File: src/rtl/cds_pkg.sv
package cds_pkg;
    // Arming state of the sync gate
    typedef enum logic [1:0] {
        ARM_OFF  = 2'd0,
        ARM_CONT = 2'd1,
        ARM_ONCE = 2'd2
    } arm_state_t;

    // Control register bit positions (decoded by the arming logic)
    localparam int unsigned CTL_MASTER = 0;
    localparam int unsigned CTL_DIVEN  = 1;
    localparam int unsigned CTL_ONCE   = 2;
    localparam int unsigned CTL_USED   = 3;
endpackage

File: src/rtl/cds_sync.sv
module cds_sync #(
    parameter int STAGES = 2
) (
    input  logic clk,
    input  logic rst_n,
    input  logic async_i,
    output logic rise_o
);
    logic [STAGES-1:0] chain_q;
    logic              last_q;

    always_ff @(posedge clk or negedge rst_n) begin
        if (!rst_n) begin
            chain_q <= '0;
            last_q  <= 1'b0;
        end else begin
            chain_q <= {chain_q[STAGES-2:0], async_i};
            last_q  <= chain_q[STAGES-1];
        end
    end

    assign rise_o = chain_q[STAGES-1] & ~last_q;
endmodule

File: src/rtl/cds_ctrl.sv
module cds_ctrl
    import cds_pkg::*;
#(
    parameter int CTL_W = 8
) (
    input  logic             clk,
    input  logic             rst_n,
    input  logic             wr_i,
    input  logic [CTL_W-1:0] wdata_i,
    input  logic             rise_i,
    output logic             realign_o,
    output logic             taken_o,
    output logic [CTL_W-1:0] rdata_o
);
    localparam logic [CTL_W-1:0] RW_MASK = CTL_W'((1 << CTL_USED) - 1);

    arm_state_t       state_q, state_d;
    logic [CTL_W-1:0] ctl_q, ctl_d;
    logic             self_clear;

    function automatic arm_state_t mode_of(input logic [CTL_W-1:0] v);
        if (!(v[CTL_MASTER] && v[CTL_DIVEN])) return ARM_OFF;
        else if (v[CTL_ONCE])                 return ARM_ONCE;
        else                                  return ARM_CONT;
    endfunction

    // Next-state process
    always_comb begin
        state_d = state_q;
        unique case (state_q)
            ARM_OFF: begin
                if (wr_i) state_d = mode_of(ctl_d);
            end
            ARM_CONT: begin
                if (wr_i) state_d = mode_of(ctl_d);
            end
            ARM_ONCE: begin
                if (wr_i)         state_d = mode_of(ctl_d);
                else if (rise_i)  state_d = ARM_OFF;
            end
            default: state_d = ARM_OFF;
        endcase
    end

    // Output / datapath process
    always_comb begin
        realign_o  = rise_i && (state_q != ARM_OFF);
        self_clear = realign_o && (state_q == ARM_ONCE);
        ctl_d      = ctl_q;
        if (self_clear) ctl_d[CTL_DIVEN] = 1'b0;
        if (wr_i)       ctl_d = wdata_i & RW_MASK;
    end

    // State register process
    always_ff @(posedge clk or negedge rst_n) begin
        if (!rst_n) begin
            state_q <= ARM_OFF;
            ctl_q   <= '0;
            taken_o <= 1'b0;
        end else begin
            state_q <= state_d;
            ctl_q   <= ctl_d;
            taken_o <= realign_o;
        end
    end

    assign rdata_o = ctl_q;
endmodule

File: src/rtl/cds_divider.sv
module cds_divider #(
    parameter int RATIO_W = 3
) (
    input  logic               clk,
    input  logic               rst_n,
    input  logic [RATIO_W-1:0] ratio_m1_i,
    input  logic               realign_i,
    output logic               tick_o
);
    logic [RATIO_W-1:0] cnt_q, cnt_d;

    always_comb begin
        if (realign_i)                cnt_d = '0;
        else if (cnt_q >= ratio_m1_i) cnt_d = '0;
        else                          cnt_d = cnt_q + 1'b1;
    end

    always_ff @(posedge clk or negedge rst_n) begin
        if (!rst_n) cnt_q <= '0;
        else        cnt_q <= cnt_d;
    end

    assign tick_o = (cnt_q == ratio_m1_i);
endmodule

File: src/rtl/clkdiv_sync_ctrl.sv
module clkdiv_sync_ctrl #(
    parameter int CTL_W       = 8,
    parameter int RATIO_W     = 3,
    parameter int SYNC_STAGES = 2
) (
    input  logic               clk,
    input  logic               rst_n,
    input  logic               sync_i,
    input  logic               reg_wr_i,
    input  logic [CTL_W-1:0]   reg_wdata_i,
    input  logic [RATIO_W-1:0] div_ratio_i,
    output logic               div_en_o,
    output logic [CTL_W-1:0]   reg_rdata_o,
    output logic               sync_taken_o
);
    logic sync_rise;
    logic realign;

    cds_sync #(.STAGES(SYNC_STAGES)) u_sync (
        .clk     (clk),
        .rst_n   (rst_n),
        .async_i (sync_i),
        .rise_o  (sync_rise)
    );

    cds_ctrl #(.CTL_W(CTL_W)) u_ctrl (
        .clk       (clk),
        .rst_n     (rst_n),
        .wr_i      (reg_wr_i),
        .wdata_i   (reg_wdata_i),
        .rise_i    (sync_rise),
        .realign_o (realign),
        .taken_o   (sync_taken_o),
        .rdata_o   (reg_rdata_o)
    );

    cds_divider #(.RATIO_W(RATIO_W)) u_div (
        .clk        (clk),
        .rst_n      (rst_n),
        .ratio_m1_i (div_ratio_i),
        .realign_i  (realign),
        .tick_o     (div_en_o)
    );
endmodule

File: config.mk
export PLATFORM = sky130hd
export DESIGN_NAME = clkdiv_sync_ctrl
export DESIGN_NICKNAME = d
export VERILOG_FILES = /design/src/rtl/cds_pkg.sv /design/src/rtl/cds_sync.sv /design/src/rtl/cds_ctrl.sv /design/src/rtl/cds_divider.sv /design/src/rtl/clkdiv_sync_ctrl.sv
export SDC_FILE = /design/constraint.sdc
export NUM_CORES = 1
export LEC_CHECK = 0
export ABC_CLOCK_PERIOD_IN_PS = 2029
export CAP_MARGIN = 20
export CORE_MARGIN = 2
export CORE_UTILIZATION = 40
export DETAILED_ROUTE_END_ITERATION = 16
export GPL_TIMING_DRIVEN = 0
export PLACE_DENSITY = 0.76
export SYNTH_ARGS = -nofsm -noshare
export SYNTH_HDL_FRONTEND = slang
export SYNTH_SLANG_ARGS = --single-unit
export TNS_END_PERCENT = 20
File: constraint.sdc
create_clock -name clk -period 2.03 [get_ports clk]
set_input_delay 0.406 -clock clk [delete_from_list [all_inputs] [get_ports clk]]
set_output_delay 0.406 -clock clk [all_outputs]
set_load 0.02 [all_outputs]
==> Yosys cells after proc, flatten, opt, wreduce, memory -nomap -nowiden <==
Index checks and enable logic that the tools add are counted.
{ "classes": {"addsub": 1, "magnitude_cmp": 1, "eq_ne": 5, "mux": 10, "bitwise": 2, "n_reduce_logical": 7} }
{ "op_table": {"columns": ["op", "count"], "rows": [
  ["2-bit 2-to-1 mux", 5],
  ["3-bit 2-to-1 mux", 3],
  ["2-bit case mux with 2 select lines", 1],
  ["3-bit by 1-bit adder with 3-bit output, second input constant", 1],
  ["3-bit == test", 1],
  ["3-bit greater-or-equal comparator", 1],
  ["1-bit logical AND", 3],
  ["3-bit by 2-bit != test with 1-bit output, second input constant", 1],
  ["2-bit by 1-bit == test with 1-bit output, second input constant", 1],
  ["2-bit == test, second input constant", 1],
  ["2-bit zero test", 1],
  ["2-bit by 1-bit != test with 1-bit output, second input constant", 1],
  ["2-bit AND reduction", 1],
  ["2-bit nonzero test", 1],
  ["2-bit OR reduction", 1],
  ["1-bit bitwise AND", 1],
  ["1-bit 2-to-1 mux", 1],
  ["1-bit inverter", 1]
]} }
{ "totals": {"reg_bits": 12, "input_bits": 15, "out_inout_bits": 10, "elab_cells": 32} }

==> Logic depth before layout (Yosys ltp) <==
{ "depth": {"ltp_word": 10, "mapped_depth": 6, "ltp_nobuf": 6} }

==> Cells and area by module <==
From an unflattened synthesis, not the netlist that was laid out.
{ "hier_totals": {"cells_unflattened": 47, "area_unflattened_um2": 593.1} }
{ "modules_own_cells": {"columns": ["mod", "n_inst", "cells_each", "area_per_inst_um2"], "rows": [
  ["cds_ctrl", 1, 25, 306.5],
  ["cds_divider", 1, 18, 197.7],
  ["cds_sync", 1, 4, 88.8]
]} }

==> Worst setup path after synthesis <==
OpenSTA, ideal clock, no wires.
{ "synth_timing": {"path_type": "in2reg", "from": "input div_ratio_i[0]", "to": "register u_div.cnt_q[2]", "setup_ns": 0.071, "arrival_time_ns": 1.370, "setup_slack_ns": 0.589, "path_stages": 5, "path_buffers": 0, "cell_sequence": "ha_1 nand2b_1 a21o_1 a211o_1 nor2_1"} }
{ "synth_between": {"elab_chain_cells": 3} }
{ "synth_lines": {"columns": ["item", "line_no", "text"], "rows": [
  ["start: declaration", "clkdiv_sync_ctrl.sv:11", "input logic [RATIO_W-1:0] div_ratio_i,"],
  ["3-bit greater-or-equal comparator", "cds_divider.sv:14", "else if (cnt_q >= ratio_m1_i) cnt_d = '0;"],
  ["3-bit 2-to-1 mux", "cds_divider.sv:14", null],
  ["3-bit 2-to-1 mux", "cds_divider.sv:13", "if (realign_i) cnt_d = '0;"],
  ["via u_div.cnt_d[2]", "cds_divider.sv:10", "logic [RATIO_W-1:0] cnt_q, cnt_d;"],
  ["end signal: assignment", "cds_divider.sv:20", "else cnt_q <= cnt_d;"],
  ["end: declaration", "cds_divider.sv:10", null]
]} }
The timed path passes the listed nets, and every way through them passes these cells.
A chain may end at the register's enable or synchronous reset.

==> Worst setup path after layout <==
{ "layout_timing": {"from": "input div_ratio_i[1]", "to": "output div_en_o"} }
{ "layout_between": {"elab_chain_cells": 1} }
{ "layout_lines": {"columns": ["item", "line_no", "text"], "rows": [
  ["3-bit == test", "cds_divider.sv:23", "assign tick_o = (cnt_q == ratio_m1_i);"],
  ["end: declaration", "clkdiv_sync_ctrl.sv:12", "output logic div_en_o,"]
]} }
Every way passes these cells.

==> flow_summary.toml <==
[cts]
ctsRootBufferMaster = "clkbuf_4"
cts_tree = "built"
cts_sinks = 12
cts_hold_buf = 0
h-tree-depth = 1
clk_latency_ns = 0.27
numCtsBuffers = 3
clk_pin_slew_ns = 0.07
cts_buffer_depth = 2

[synthesis]
synth-seq-cells = 12
synth_xor_area_frac = 0.01486
synthMuxAreaShare = 0.07856
synth_edf_count = 0
ys.flop_type = "dfrtp_1"
yosys-top-cells-area = "dfrtp_1 51%, ha_1 8.5%, buf_4 6.4%, inv_1 3.8%, mux2i_1 3.4%"
yosysWarnings = 0
syn_area_sq_um = 589.3
syn_area_per_cell_sq_um = 11.33
synth_top_family_by_area = "simple AND/OR/NAND/NOR gates"
syn_inst = 52
yosysTopAreaCell = "dfrtp_1"
async_reset_ff_frac = 1.000
synth_compound_area_frac = 0.07431
synth.distinct_cells = 22
synth-simple-area-share = 0.1295
ys_seq_area_frac = 0.5096
synth-adder-area-share = 0.08493
synth_top_area_frac = 0.5096

[timing]
fmax_ghz = 0.5222
rsz0062_at_grt = "false"
hold_ws_ns = 0.3418
finalHoldViolCount = 0
drv_slew = 0
finClkSkew_ns = 0.007325
max-slew-margin-rel = 0.6547
max_slew.worst_pin.slew_ns = 0.5163
period_needed_ns = 1.915
setup_violations = 0
finalSetupTns_ns = 0
fin_crit_sh = 0.9434

[floorplan]
dieArea_sq_mm = 0.001796
initial_core_util = 0.4418
die_y_um = 42.39
ioPinCount = 25
die_w_um = 42.39
core_sq_mm = 0.001334
num_rows = 13

[worst_setup_path]
r2r-end = "u_div.cnt_q[0]"
worst_setup_path_end_kind = "output port"
cp_max_fo = 2
crit_path_end = "div_en_o"
critical_path.startpoint_type = "primary input"
timing.rr.start = "u_div.cnt_q[0]"
cp.required_ns = 1.62
rrSetupSlack_ns = 0.56
rr_worst_depth = 6
crit_arrival_ns = 1.51
crit_type = "primary input to output port"
startpoint = "div_ratio_i[1]"

[routing]
finalWirelength_um = 868
first_pass_iters = 2
drc_errors = 0
first_iter_violations = 4
viasPerCell = 4.551
ant_nets = 0
drt-met1-wl_um = 361
wl_per_cell_um = 9.753
topRoutingLayerUsed = "met4"
num_vias = 405
met3_length_um = 64
dr_wl_met2_um = 427

[pwr]
powerDensity_mw_per_mm2 = 889.1
leakagePower_nw = 0.4130
ir_drop_v = 0.0006838

[finish]
synthToLayoutAreaGrowth_pct = 34.82
num_antenna_cells = 0
fin_cells = 89
drive_gt1_frac = 0.1892
fin_area_sq_um = 794.5
fillCellCount = 124
nets = 94

[global_route]
grt_pass1_wl_mm = 1.573
antenna_found_initial = 0
grt_max_degree = 13
overflow = 0
grt.total_usage = 0.1223
grt_pass1_vias = 378

[place]
dp.cells = 85
globalplace.congestion = 0.7283
dpl.hpwl_um = 721.9
port_buffers = 14
dpl-instance-area_sq_um = 763.2

[hold_path]
worstHoldStart = "u_sync.chain_q[0]"
hp-class = "flop to flop"

[run_status]
status = "complete, no violations"

[run]
cap_violations = 0
-- flip-flops by register name, indices dropped and copies added, names as in the netlist --
register and cells:
u_ctrl.rdata_o 3, u_sync.last_q 1, u_ctrl.taken_o 1, u_div.cnt_q 3
u_ctrl.state_q 2, u_sync.chain_q 2
-- where the power goes --
part	total, mW	internal (mW)	switching, mW	leakage (nW)
Clock	0.182	0.109	0.0730	0.0210
Combinational	0.220	0.116	0.104	0.243
Sequential	0.304	0.279	0.0258	0.150
-- layout make-up --
type                       count  area, sq um  share of cell area
buffer                         5        37.54             0.04724
multi-input combinational     33        244.0              0.3071
sequential                    12        300.3              0.3780
clock buffer                   4        36.28             0.04567
timing repair buffer          14        135.1              0.1701
inverter                       6        22.52             0.02835
tap                           15        18.77             0.02362
-- layer usage --
layer | vias to the layer above | global-route usage
met5 | - | 0
met4 | 0 | 0.05625
met3 | 2 | 0.06466
met2 | 11 | 0.1785
met1 | 185 | 0.1479
li1 | 207 | -
-- cell usage after synthesis, types with 2 or more instances --
master / instances
and3_1: 2
buf_4: 5
dfrtp_1: 12
ha_1: 4
inv_1: 6
mux2i_1: 2
nand2_1: 2
nand2b_1: 3
nor2_1: 3
-- per-stage QoR --
step / power, mW / utilization / setup slack, ns
detailed placement: 0.5427 / 0.5722 / -0.3013
floorplan: 0.4634 / - / 0.5890
global route: 0.7631 / 0.5957 / 0.04675
CTS: 0.7245 / 0.6004 / 0.01300
finish: 0.7064 / 0.5957 / 0.1149
global placement: 0.5330 / 0.5722 / -0.2973
-- cells in the final DEF (no fill, tap or decap), types with 2 or more instances in the layout --
cell type	count
and3_1	2
buf_4	5
clkbuf_4	3
clkdlybuf4s50_1	13
conb_1	5
dfrtp_1	12
ha_1	4
inv_1	6
mux2i_1	2
nand2_1	2
nand2b_1	3
nor2_1	3
-- logic make-up after synthesis --
family	Yosys count
AOI/OAI and AO/OA	6
xor gates and xnor gates	1
adders and majority gates	4
buffers and inverters	11
DFF	12
muxes	4
other	1
and+or+nand+nor	13
-- worst min path at each step --
stage	end	depth (start not counted)
floorplan	u_ctrl.rdata_o[0]	0
global placement	u_sync.chain_q[1]	0
detailed placement	u_sync.chain_q[1]	0
CTS	u_sync.chain_q[1]	0
global route	u_sync.chain_q[1]	0
finish	u_sync.chain_q[1]	0
-- what timing repair did --
item | in CTS | in global routing
pin swaps | 0 | 0
gates resized for setup | 3 | 1
setup endpoints to repair | 1 | 1
buffers inserted | 0 | 0
endpoints found under the hold margin | 0 | 0
-- worst max-delay path: stages --
cell             delay, ns
clkdlybuf4s50_1       0.45
inv_1                 0.04
ha_1                  0.29
and3_1                0.18
buf_2                 0.15
Note: power is estimated with default switching activity, not from simulation.
